<file path="src/rtl/rsc_pkg.sv">
package rsc_pkg;

  localparam logic [1:0] ST_RESET = 2'd0;
  localparam logic [1:0] ST_RUN   = 2'd1;
  localparam logic [1:0] ST_CLEAR = 2'd2;
  localparam logic [1:0] ST_PAUSE = 2'd3;

  typedef struct packed {
    logic [1:0] state;
    logic       pend;
    logic       accept;
    logic       flush;
  } rsc_step_t;

  // Outcome of one state-register write taken while settled.
  function automatic rsc_step_t rsc_next(input logic [1:0] cur,
                                         input logic       pend,
                                         input logic [1:0] code);
    rsc_step_t r;
    r.state  = cur;
    r.pend   = pend;
    r.accept = 1'b0;
    r.flush  = 1'b0;
    if (cur == ST_PAUSE) begin
      r.pend = 1'b0;
      case (code)
        ST_CLEAR: begin
          if (pend) begin
            r.state  = ST_RESET;
            r.accept = 1'b1;
            r.flush  = 1'b1;
          end else begin
            r.pend = 1'b1;
          end
        end
        ST_RUN: begin
          r.state  = ST_RUN;
          r.accept = 1'b1;
        end
        ST_PAUSE: r.accept = 1'b1;
        default: ;
      endcase
    end else if (code != ST_CLEAR) begin
      r.state  = code;
      r.pend   = 1'b0;
      r.accept = 1'b1;
      r.flush  = (code == ST_RESET) && (cur != ST_RESET);
    end
    return r;
  endfunction

endpackage

</file>
<file path="src/rtl/rsc_wr_decode.sv">
module rsc_wr_decode #(
  parameter int unsigned ADDR_W     = 4,
  parameter logic [ADDR_W-1:0] STATE_ADDR = 'd1,
  parameter logic [ADDR_W-1:0] SWRST_ADDR = 'd3
) (
  input  logic              wr_en,
  input  logic [ADDR_W-1:0] wr_addr,
  input  logic [1:0]        wr_data,
  output logic              st_req,
  output logic [1:0]        st_code,
  output logic              swrst_req
);

  always_comb begin
    st_req    = wr_en && (wr_addr == STATE_ADDR);
    st_code   = wr_data;
    swrst_req = wr_en && (wr_addr == SWRST_ADDR) && wr_data[0];
  end

endmodule

</file>
<file path="src/rtl/rsc_settle_timer.sv">
module rsc_settle_timer #(
  parameter int unsigned SETTLE_CYCLES = 4
) (
  input  logic clk,
  input  logic rst_n,
  input  logic start,
  output logic valid
);

  localparam int unsigned CNT_W = $clog2(SETTLE_CYCLES + 1);
  localparam logic [CNT_W-1:0] LOAD = CNT_W'(SETTLE_CYCLES);

  logic [CNT_W-1:0] cnt_q;
  logic             last_tick;

  assign last_tick = (cnt_q == CNT_W'(1));
  assign valid     = (cnt_q == '0);

  always_ff @(posedge clk or negedge rst_n) begin
    if (!rst_n) begin
      cnt_q <= '0;
    end else if (start) begin
      cnt_q <= LOAD;
    end else if (!valid) begin
      cnt_q <= cnt_q - CNT_W'(1);
    end
  end

  AST_SETTLE_DROPS: assert property (@(posedge clk) disable iff (!rst_n)
    start |=> !valid);
  AST_SETTLE_RETURNS: assert property (@(posedge clk) disable iff (!rst_n)
    (last_tick && !start) |=> valid);

endmodule

</file>
<file path="src/rtl/rsc_state_core.sv">
module rsc_state_core
  import rsc_pkg::*;
(
  input  logic       clk,
  input  logic       rst_n,
  input  logic       st_req,
  input  logic [1:0] st_code,
  input  logic       swrst_req,
  input  logic       valid,
  output logic [1:0] state,
  output logic       settle_start,
  output logic       illegal,
  output logic       flush,
  output logic       regs_clr
);

  logic [1:0] state_q;
  logic       pend_q;
  logic       ill_q;
  logic       flush_q;
  logic       rclr_q;
  rsc_step_t  nxt;

  // Named events for the assertions.
  logic busy_write_evt;
  logic take_write_evt;
  logic clr_arm_evt;
  logic clr_fire_evt;

  always_comb begin
    nxt            = rsc_next(state_q, pend_q, st_code);
    busy_write_evt = st_req && !valid && !swrst_req;
    take_write_evt = st_req && valid && !swrst_req;
    clr_arm_evt    = take_write_evt && (state_q == ST_PAUSE) &&
                     (st_code == ST_CLEAR) && !pend_q;
    clr_fire_evt   = take_write_evt && (state_q == ST_PAUSE) &&
                     (st_code == ST_CLEAR) && pend_q;
    settle_start   = swrst_req || (take_write_evt && nxt.accept);
  end

  always_ff @(posedge clk or negedge rst_n) begin
    if (!rst_n) begin
      state_q <= ST_RESET;
      pend_q  <= 1'b0;
      ill_q   <= 1'b0;
      flush_q <= 1'b0;
      rclr_q  <= 1'b0;
    end else begin
      flush_q <= 1'b0;
      rclr_q  <= 1'b0;
      if (swrst_req) begin
        state_q <= ST_RESET;
        pend_q  <= 1'b0;
        ill_q   <= 1'b0;
        flush_q <= 1'b1;
        rclr_q  <= 1'b1;
      end else if (busy_write_evt) begin
        ill_q <= 1'b1;
      end else if (take_write_evt) begin
        state_q <= nxt.state;
        pend_q  <= nxt.pend;
        flush_q <= nxt.flush;
      end
    end
  end

  assign state    = state_q;
  assign illegal  = ill_q;
  assign flush    = flush_q;
  assign regs_clr = rclr_q;

  AST_BUSY_WRITE_IGNORED: assert property (@(posedge clk) disable iff (!rst_n)
    busy_write_evt |=> ($stable(state_q) && ill_q));
  AST_ILLEGAL_STICKY: assert property (@(posedge clk) disable iff (!rst_n)
    (ill_q && !swrst_req) |=> ill_q);
  AST_SINGLE_CLEAR_HOLDS: assert property (@(posedge clk) disable iff (!rst_n)
    clr_arm_evt |=> (state_q == ST_PAUSE && pend_q && valid));
  AST_SECOND_CLEAR_RESETS: assert property (@(posedge clk) disable iff (!rst_n)
    clr_fire_evt |=> (state_q == ST_RESET && flush_q && !pend_q));
  AST_PEND_ONLY_PAUSED: assert property (@(posedge clk) disable iff (!rst_n)
    pend_q |-> (state_q == ST_PAUSE));
  AST_SWRST_RESETS: assert property (@(posedge clk) disable iff (!rst_n)
    swrst_req |=> (state_q == ST_RESET && rclr_q && !ill_q));
  AST_FLUSH_IN_RESET: assert property (@(posedge clk) disable iff (!rst_n)
    flush_q |-> (state_q == ST_RESET));

endmodule

</file>
<file path="src/rtl/run_state_ctrl.sv">
module run_state_ctrl
  import rsc_pkg::*;
#(
  parameter int unsigned SETTLE_CYCLES = 4,
  parameter int unsigned ADDR_W        = 4,
  parameter int unsigned DATA_W        = 32,
  parameter logic [ADDR_W-1:0] STATE_ADDR = 'd1,
  parameter logic [ADDR_W-1:0] SWRST_ADDR = 'd3
) (
  input  logic              clk,
  input  logic              rst_n,
  input  logic              wr_en,
  input  logic [ADDR_W-1:0] wr_addr,
  input  logic [1:0]        wr_data,
  output logic [DATA_W-1:0] rd_state,
  output logic              dp_reset,
  output logic              shift_en,
  output logic              fifo_freeze,
  output logic              fifo_flush,
  output logic              regs_clear,
  output logic              illegal_req
);

  localparam int unsigned PAD_W = DATA_W - 3;

  logic       st_req;
  logic [1:0] st_code;
  logic       swrst_req;
  logic       valid;
  logic       settle_start;
  logic [1:0] state;

  rsc_wr_decode #(
    .ADDR_W    (ADDR_W),
    .STATE_ADDR(STATE_ADDR),
    .SWRST_ADDR(SWRST_ADDR)
  ) u_dec (
    .wr_en    (wr_en),
    .wr_addr  (wr_addr),
    .wr_data  (wr_data),
    .st_req   (st_req),
    .st_code  (st_code),
    .swrst_req(swrst_req)
  );

  rsc_settle_timer #(
    .SETTLE_CYCLES(SETTLE_CYCLES)
  ) u_timer (
    .clk  (clk),
    .rst_n(rst_n),
    .start(settle_start),
    .valid(valid)
  );

  rsc_state_core u_core (
    .clk         (clk),
    .rst_n       (rst_n),
    .st_req      (st_req),
    .st_code     (st_code),
    .swrst_req   (swrst_req),
    .valid       (valid),
    .state       (state),
    .settle_start(settle_start),
    .illegal     (illegal_req),
    .flush       (fifo_flush),
    .regs_clr    (regs_clear)
  );

  assign rd_state    = {{PAD_W{1'b0}}, valid, state};
  assign dp_reset    = (state == ST_RESET);
  assign shift_en    = (state == ST_RUN);
  assign fifo_freeze = (state == ST_PAUSE);

  AST_FLUSH_HOLDS_DP: assert property (@(posedge clk) disable iff (!rst_n)
    fifo_flush |-> (dp_reset && !shift_en));
  AST_CLEAR_IMPLIES_SETTLE: assert property (@(posedge clk) disable iff (!rst_n)
    regs_clear |-> !rd_state[2]);

endmodule

</file>
<file path="config.mk">
export PLATFORM = sky130hd
export DESIGN_NAME = run_state_ctrl
export DESIGN_NICKNAME = d
export VERILOG_FILES = /design/src/rtl/rsc_pkg.sv /design/src/rtl/rsc_wr_decode.sv /design/src/rtl/rsc_settle_timer.sv /design/src/rtl/rsc_state_core.sv /design/src/rtl/run_state_ctrl.sv
export SDC_FILE = /design/constraint.sdc
export NUM_CORES = 1
export LEC_CHECK = 0
export ABC_AREA = 1
export BUFFER_PORTS_ARGS = -buffer_cell sky130_fd_sc_hd__buf_2
export CORE_UTILIZATION = 46
export CTS_CLUSTER_DIAMETER = 50
export DETAILED_ROUTE_END_ITERATION = 6
export PLACE_DENSITY = 0.83
export SLEW_MARGIN = 30
export SYNTH_ARGS = -nofsm -noshare
export SYNTH_HDL_FRONTEND = slang
export SYNTH_SLANG_ARGS = --single-unit
</file>
<file path="constraint.sdc">
create_clock -name clk -period 2.2 [get_ports clk]
set_clock_uncertainty 0.1 [all_clocks]
set_input_delay 0.44 -clock clk [delete_from_list [all_inputs] [get_ports clk]]
set_output_delay 0.44 -clock clk [all_outputs]
set_load 0.01 [all_outputs]
</file>
Yosys cells after proc, flatten, opt, wreduce, memory -nomap -nowiden
Cells that the tools add are included.

$add $sub $neg: 1. Eq/ne operators: 12. Mux-type cells: 23. Reductions and logical operators: 22.

Operator list (number): two-way mux 1 bit (12); two-way mux 2 bit (5); two-way mux 5 bit (2); logical AND 1 bit (9); == test 2 bit (second input constant) (3); two-way mux 3 bit (2); nonzero test 2 bit (3); AND reduction 5 bit (1); == test 2 x 1 -> 1 bit (second input constant) (2); == test 4 x 1 -> 1 bit (second input constant) (1); == test 4 x 2 -> 1 bit (second input constant) (1); zero test 2 bit (2); inequality test 2 bit (second input constant) (2); inequality test 4 x 1 -> 1 bit (second input constant) (1); inequality test 4 x 2 -> 1 bit (second input constant) (1); case mux 2 bit (2 select lines) (1); zero test 3 bit (1); AND reduction 3 bit (1); nonzero test 3 bit (1); subtractor 3 x 1 -> 3 bit (second input constant) (1); zero test 1 bit (2); inequality test 2 x 1 -> 1 bit (second input constant) (1); case mux 1 bit (2 select lines) (1); OR reduction 2 bit (1); logical OR 1 bit (1).

Register bits: 9.

Depth between registers and ports, before layout
Depth in word-level cells: 8. Depth in mapped cells: 9. Gate-level depth less buffers: 9.

Modules after synthesis
Synthesis repeated with hierarchy kept, for this count alone.

Cells, all modules: 121. Area total of the unflattened synthesis: 884.6 µm².

By module, submodules not included: rsc_state_core (instances 1, cells each 53, area an instance 415.4 µm², sequential area each 150.1 µm²); run_state_ctrl (instances 1, cells each 36, area an instance 250.2 µm², sequential area each 0.0 µm²); rsc_settle_timer (instances 1, cells each 23, area an instance 177.7 µm², sequential area each 75.1 µm²); rsc_wr_decode (instances 1, cells each 9, area an instance 41.3 µm², sequential area each 0.0 µm²).

Least setup slack after synthesis
OpenSTA, ideal clock, no wires.

Kind: reg2out. Start point: register u_timer.cnt_q[0]. End point: output rd_state[2]. Data arrival time: 904 ps. Required time: 1660 ps. Slack: 756 ps. Stages on the path, launching flop included: 6. Buffers on the path: 1. Cell sequence: dfrtp_1 -> inv_1 -> ha_1 -> inv_1 -> nor2_4 -> buf_4.

Word-level cells in the longest chain between the ends: 1.

Ends and longest elaborated chain: from (decl) (RTL line rsc_settle_timer.sv:13) `logic [CNT_W-1:0] cnt_q;`; from (signal assigned) (RTL line rsc_settle_timer.sv:25) `cnt_q <= cnt_q - CNT_W'(1);`; zero test 3 bit (RTL line rsc_settle_timer.sv:17) `assign valid = (cnt_q == '0);`; to (decl) (RTL line run_state_ctrl.sv:15) `output logic [DATA_W-1:0] rd_state,`.

Every way passes these cells.

Worst setup path after layout
Same ends and word-level chain as after synthesis.

==> Flow_metrics.wiki <==
{| class="wikitable"
! Metric !! Value
|-
| Outcome || finished clean
|-
| Total number of yosys warnings || 0
|-
| Hold endpoint || u_core.illegal$_DFFE_PN0P_
|-
| Post-DP HPWL || 1.06 mm
|-
| Share of async-settable or async-resettable flops after synthesis || 100%
|-
| TritonCTS clock tree || done
|-
| Die footprint || 0.00198 mm²
|-
| Largest net degree at the start of global routing || 10
|-
| Fraction of power spent switching nets || between 40% and 50%
|-
| Max H-tree Level || 1
|-
| Depth of the worst hold-timing path || 2
|-
| Number of antenna violations at the first check in global routing || 0
|-
| Series of cell instances along the critical path || inv_1, ha_1, inv_1, nor2_4, buf_2
|-
| Core area || 0.00159 mm²
|-
| Mean number of vias per cell || 4.00
|-
| First-pass GRT wire length || 1.99 mm
|-
| Category of the worst setup path capture point || output pin
|-
| Diode count || 0
|-
| Share of the synthesized area in the top cell type || 27.1%
|-
| Post-synthesis instance area || 831 µm²
|-
| Worst-path clk slew || 0.06 ns
|-
| Setup repair after global routing missed its margin || no
|-
| Final net count || between 100 and 150
|-
| Post-synthesis sequential area ratio || 27.1%
|-
| Fraction of final layout cells sized beyond drive strength 1 || 27.3%
|-
| Kind of critical path || reg2out
|-
| Starting utilization of the core area || 52.1%
|-
| Most common library cells after synthesis || sky130_fd_sc_hd__buf_4 (30), sky130_fd_sc_hd__nand2_1 (18), sky130_fd_sc_hd__inv_1 (11), sky130_fd_sc_hd__dfrtp_1 (9), sky130_fd_sc_hd__nor2_1 (9)
|-
| Standard-cell rows || 14
|-
| Vias || 608
|-
| Share of power burned in the clock network || about 18%
|-
| Port buffer count || 17
|-
| Cells on worst reg2reg path || 9
|-
| Latest clock arrival within the worst-skew pair || 0.26 ns
|-
| Worst setup slack before clock tree synthesis || between 0.6 and 0.7 ns
|-
| Power share of the sequential group || 36.3%
|-
| Count of final max-slew check failures || 0
|-
| Number of different library cells in the post-synthesis netlist || 23
|-
| Grt ovf || 0
|-
| Final hold viol count || 0
|-
| Post-synthesis cell type with the largest combined area || sky130_fd_sc_hd__buf_4
|-
| CP max FO || 7
|-
| Slowest stage cell, crit path || sky130_fd_sc_hd__dfrtp_1
|-
| Timing-limited maximum frequency || roughly 550 MHz
|-
| Buf+Inv Stages, Crit Path || 3
|-
| Peak VDD IR || 0.400 mV
|-
| Root Buffer Master || sky130_fd_sc_hd__clkbuf_4
|-
| FF-to-FF setup slack || just under 0.7 ns
|-
| Shortest period the worst path allows || between 1.5 and 2 ns
|-
| Classification of the worst-slack hold path || reg2reg
|-
| Worst path arrival time || 1.28 ns
|-
| Number of cells produced by synthesis || approximately 110
|-
| Die width || 44.5 µm
|-
| Number of detailed-routing iterations run before antenna repair || 4
|-
| Per-instance average area after synthesis || 7.69 µm²
|-
| Fill cell total of the finished layout || 146
|-
| Routed Antenna Nets || 0
|-
| Count of flip-flops with a built-in enable after synthesis || 0
|-
| Most area-consuming cells after synthesis || sky130_fd_sc_hd__buf_4 (27%), sky130_fd_sc_hd__dfrtp_1 (27%), sky130_fd_sc_hd__nand2_1 (8.1%)
|-
| Final routed wire length divided by cell count || 8.13 µm
|-
| Number of sinks on the clock net || 9
|-
| Vias in the first global route || 505
|-
| Total routing usage reported by global routing || 13.6%
|-
| Final worst path period share || 82.9%
|-
| Power spent charging and discharging nets || roughly 300 µW
|-
| MaxCap Viol Count || 0
|-
| Hold path startpoint || u_core.illegal$_DFFE_PN0P_
|-
| Max Buffers Root-to-Sink || 2
|-
| Setup violation total in the final timing report || 0
|-
| Leakage power || 0.000510 µW
|-
| Worst stage delay on the critical path || 0.39 ns
|-
| Cell area power density || approximately 820 mW/mm²
|-
| Required time of the critical path || 1.66 ns
|-
| Most frequent cell on the critical path || sky130_fd_sc_hd__inv_1
|-
| Worst Setup Start Kind || register
|-
| Cts bufs inserted || 3
|-
| R2R Path Start || u_timer.cnt_q[0]$_DFFE_PN0P_
|-
| PnR worst setup slack || 0.376 ns
|-
| Logic gate share of total power || a little under half
|-
| Total wire length || 1.24 mm
|-
| Number of design rule violations left after detail routing || 0
|-
| I/O Pins || 47
|-
| Internal power component || 411 µW
|-
| Summed negative setup slack over all endpoints || 0 ns
|-
| Flops & latches, synth || 9
|-
| Initial DRC Count || 8
|-
| Endpoint of the lowest-slack register-to-register path || u_timer.cnt_q[0]$_DFFE_PN0P_
|-
| Worst hold-check slack || 0.397 ns
|-
| Y dimension of the die || 44.5 µm
|-
| Cell family with most CP delay || flip-flops
|-
| Placer congestion estimate || 0.823
|-
| Most used flip-flop cell after synthesis || sky130_fd_sc_hd__dfrtp_1
|-
| Most frequent cell after synthesis || sky130_fd_sc_hd__buf_4
|-
| Area grow syn2layout || 3.77%
|}
==> power by group through the flow <==
| stage | clock [µW] | combinational [µW] | sequential [µW] |
|---|---|---|---|
| floorplan | 0 | 269 | 263 |
| global placement | 0 | 303 | 256 |
| detailed placement | 0 | 324 | 259 |
| CTS | 130 | 327 | 256 |
| global route | 139 | 365 | 264 |
| finish | 125 | 326 | 257 |
==> state kept, by name, indices dropped and copies added, names as in the netlist <==
signal / count
u_core.regs_clr: 1
u_core.illegal: 1
u_core.flush: 1
u_core.state: 2
u_timer.cnt_q: 3
u_core.pend_q: 1
==> cell usage in the layout (no fill, tap or decap) <==
master                          synthesis  layout
sky130_fd_sc_hd__dfrtp_1                9       9
sky130_fd_sc_hd__xnor2_1                1       1
sky130_fd_sc_hd__inv_2                  2       2
sky130_fd_sc_hd__nand3_2                3       3
sky130_fd_sc_hd__nand4_1                2       2
sky130_fd_sc_hd__inv_1                 11      11
sky130_fd_sc_hd__buf_2                  0      17
sky130_fd_sc_hd__nor2_4                 2       2
sky130_fd_sc_hd__o21ai_0                2       2
sky130_fd_sc_hd__o211ai_1               1       1
sky130_fd_sc_hd__clkbuf_1               0       1
sky130_fd_sc_hd__clkbuf_4               0       3
sky130_fd_sc_hd__nand4_2                1       1
sky130_fd_sc_hd__nand3_4                1       1
sky130_fd_sc_hd__nand2_1               18      18
sky130_fd_sc_hd__nor2_1                 9       9
sky130_fd_sc_hd__nand2_2                5       5
sky130_fd_sc_hd__nand3_1                3       3
sky130_fd_sc_hd__nor3_1                 1       1
sky130_fd_sc_hd__dlygate4sd3_1          0       1
sky130_fd_sc_hd__o31ai_1                1       1
sky130_fd_sc_hd__ha_1                   2       2
sky130_fd_sc_hd__clkinv_1               1       1
sky130_fd_sc_hd__xor2_1                 1       1
sky130_fd_sc_hd__conb_1                 1      29
sky130_fd_sc_hd__o21ai_2                1       1
==> worst max-delay path by stage <==
stage | startpoint | end | slack [ns] | cells after the start
2_1_floorplan | u_timer.cnt_q[0]$_DFFE_PN0P_ | rd_state[2] | 0.76 | 5
3_3_place_gp | u_timer.cnt_q[0]$_DFFE_PN0P_ | rd_state[2] | 0.71 | 5
3_5_place_dp | u_timer.cnt_q[0]$_DFFE_PN0P_ | rd_state[2] | 0.66 | 5
4_1_cts | u_timer.cnt_q[0]$_DFFE_PN0P_ | rd_state[2] | 0.37 | 5
5_1_grt | u_timer.cnt_q[0]$_DFFE_PN0P_ | rd_state[2] | 0.31 | 5
6_report | u_timer.cnt_q[0]$_DFFE_PN0P_ | rd_state[2] | 0.38 | 5
==> logic make-up after synthesis <==
kind of cell	Yosys count	synth area share (%)
XOR/XNOR	2	2.11
buffers and inverters	44	33.4
adder cells (fa/ha/maj)	2	3.01
AND/OR/NAND/NOR	45	29.8
other	1	0.451
AO/OA/AOI/OAI	5	4.07
flip-flops	9	27.1
==> routing by layer <==
| metal | track usage [%] | vias to the layer above | share of wire (%) |
|---|---|---|---|
| li1 | - | 314 | - |
| met1 | 17.3 | 263 | 43 |
| met2 | 21.8 | 31 | 52 |
| met3 | 2.45 | 0 | 5.5 |
| met4 | 7.27 | 0 | 0 |
| met5 | 0 | - | 0 |
==> worst reg2reg max path, cell delays in order (launching register included) <==
cell                      delay [ns]
sky130_fd_sc_hd__dfrtp_1        0.39
sky130_fd_sc_hd__inv_1          0.09
sky130_fd_sc_hd__ha_1           0.16
sky130_fd_sc_hd__inv_1          0.06
sky130_fd_sc_hd__nor2_4         0.16
sky130_fd_sc_hd__nand4_2        0.12
sky130_fd_sc_hd__inv_1          0.11
sky130_fd_sc_hd__nand3_2        0.07
sky130_fd_sc_hd__nand2_1        0.08
sky130_fd_sc_hd__nor2_1         0.05
==> layout make-up <==
class                      instances  area [µm²]  share of cell area (%)
multi-input combinational         83         433                    50.2
sequential                         9         225                    26.1
tap                               24        30.0                    3.48
timing repair buffer              18        95.1                    11.0
clock buffer                       4        26.3                    3.05
inverter                          14        52.6                    6.10
==> repair_timing <==
action / 4_1_cts / 5_1_grt
buffers inserted: 0 / 0
hold buffers: 1 / 0
endpoints found under the setup margin: 0 / 0
endpoints found under the hold margin: 9 / 0
resized for setup: 0 / 0
==> through the flow <==
stage               total power [µW]  instances  instance area (µm²)  utilization, %
detailed placement               583        147                  826            51.8
CTS                              713        152                  862            54.1
finish                           709        152                  862            54.1
floorplan                        532        136                  936               -
global route                     768        152                  862            54.1
global placement                 559        147                  826            51.8
(Power assumes the default switching activity.)
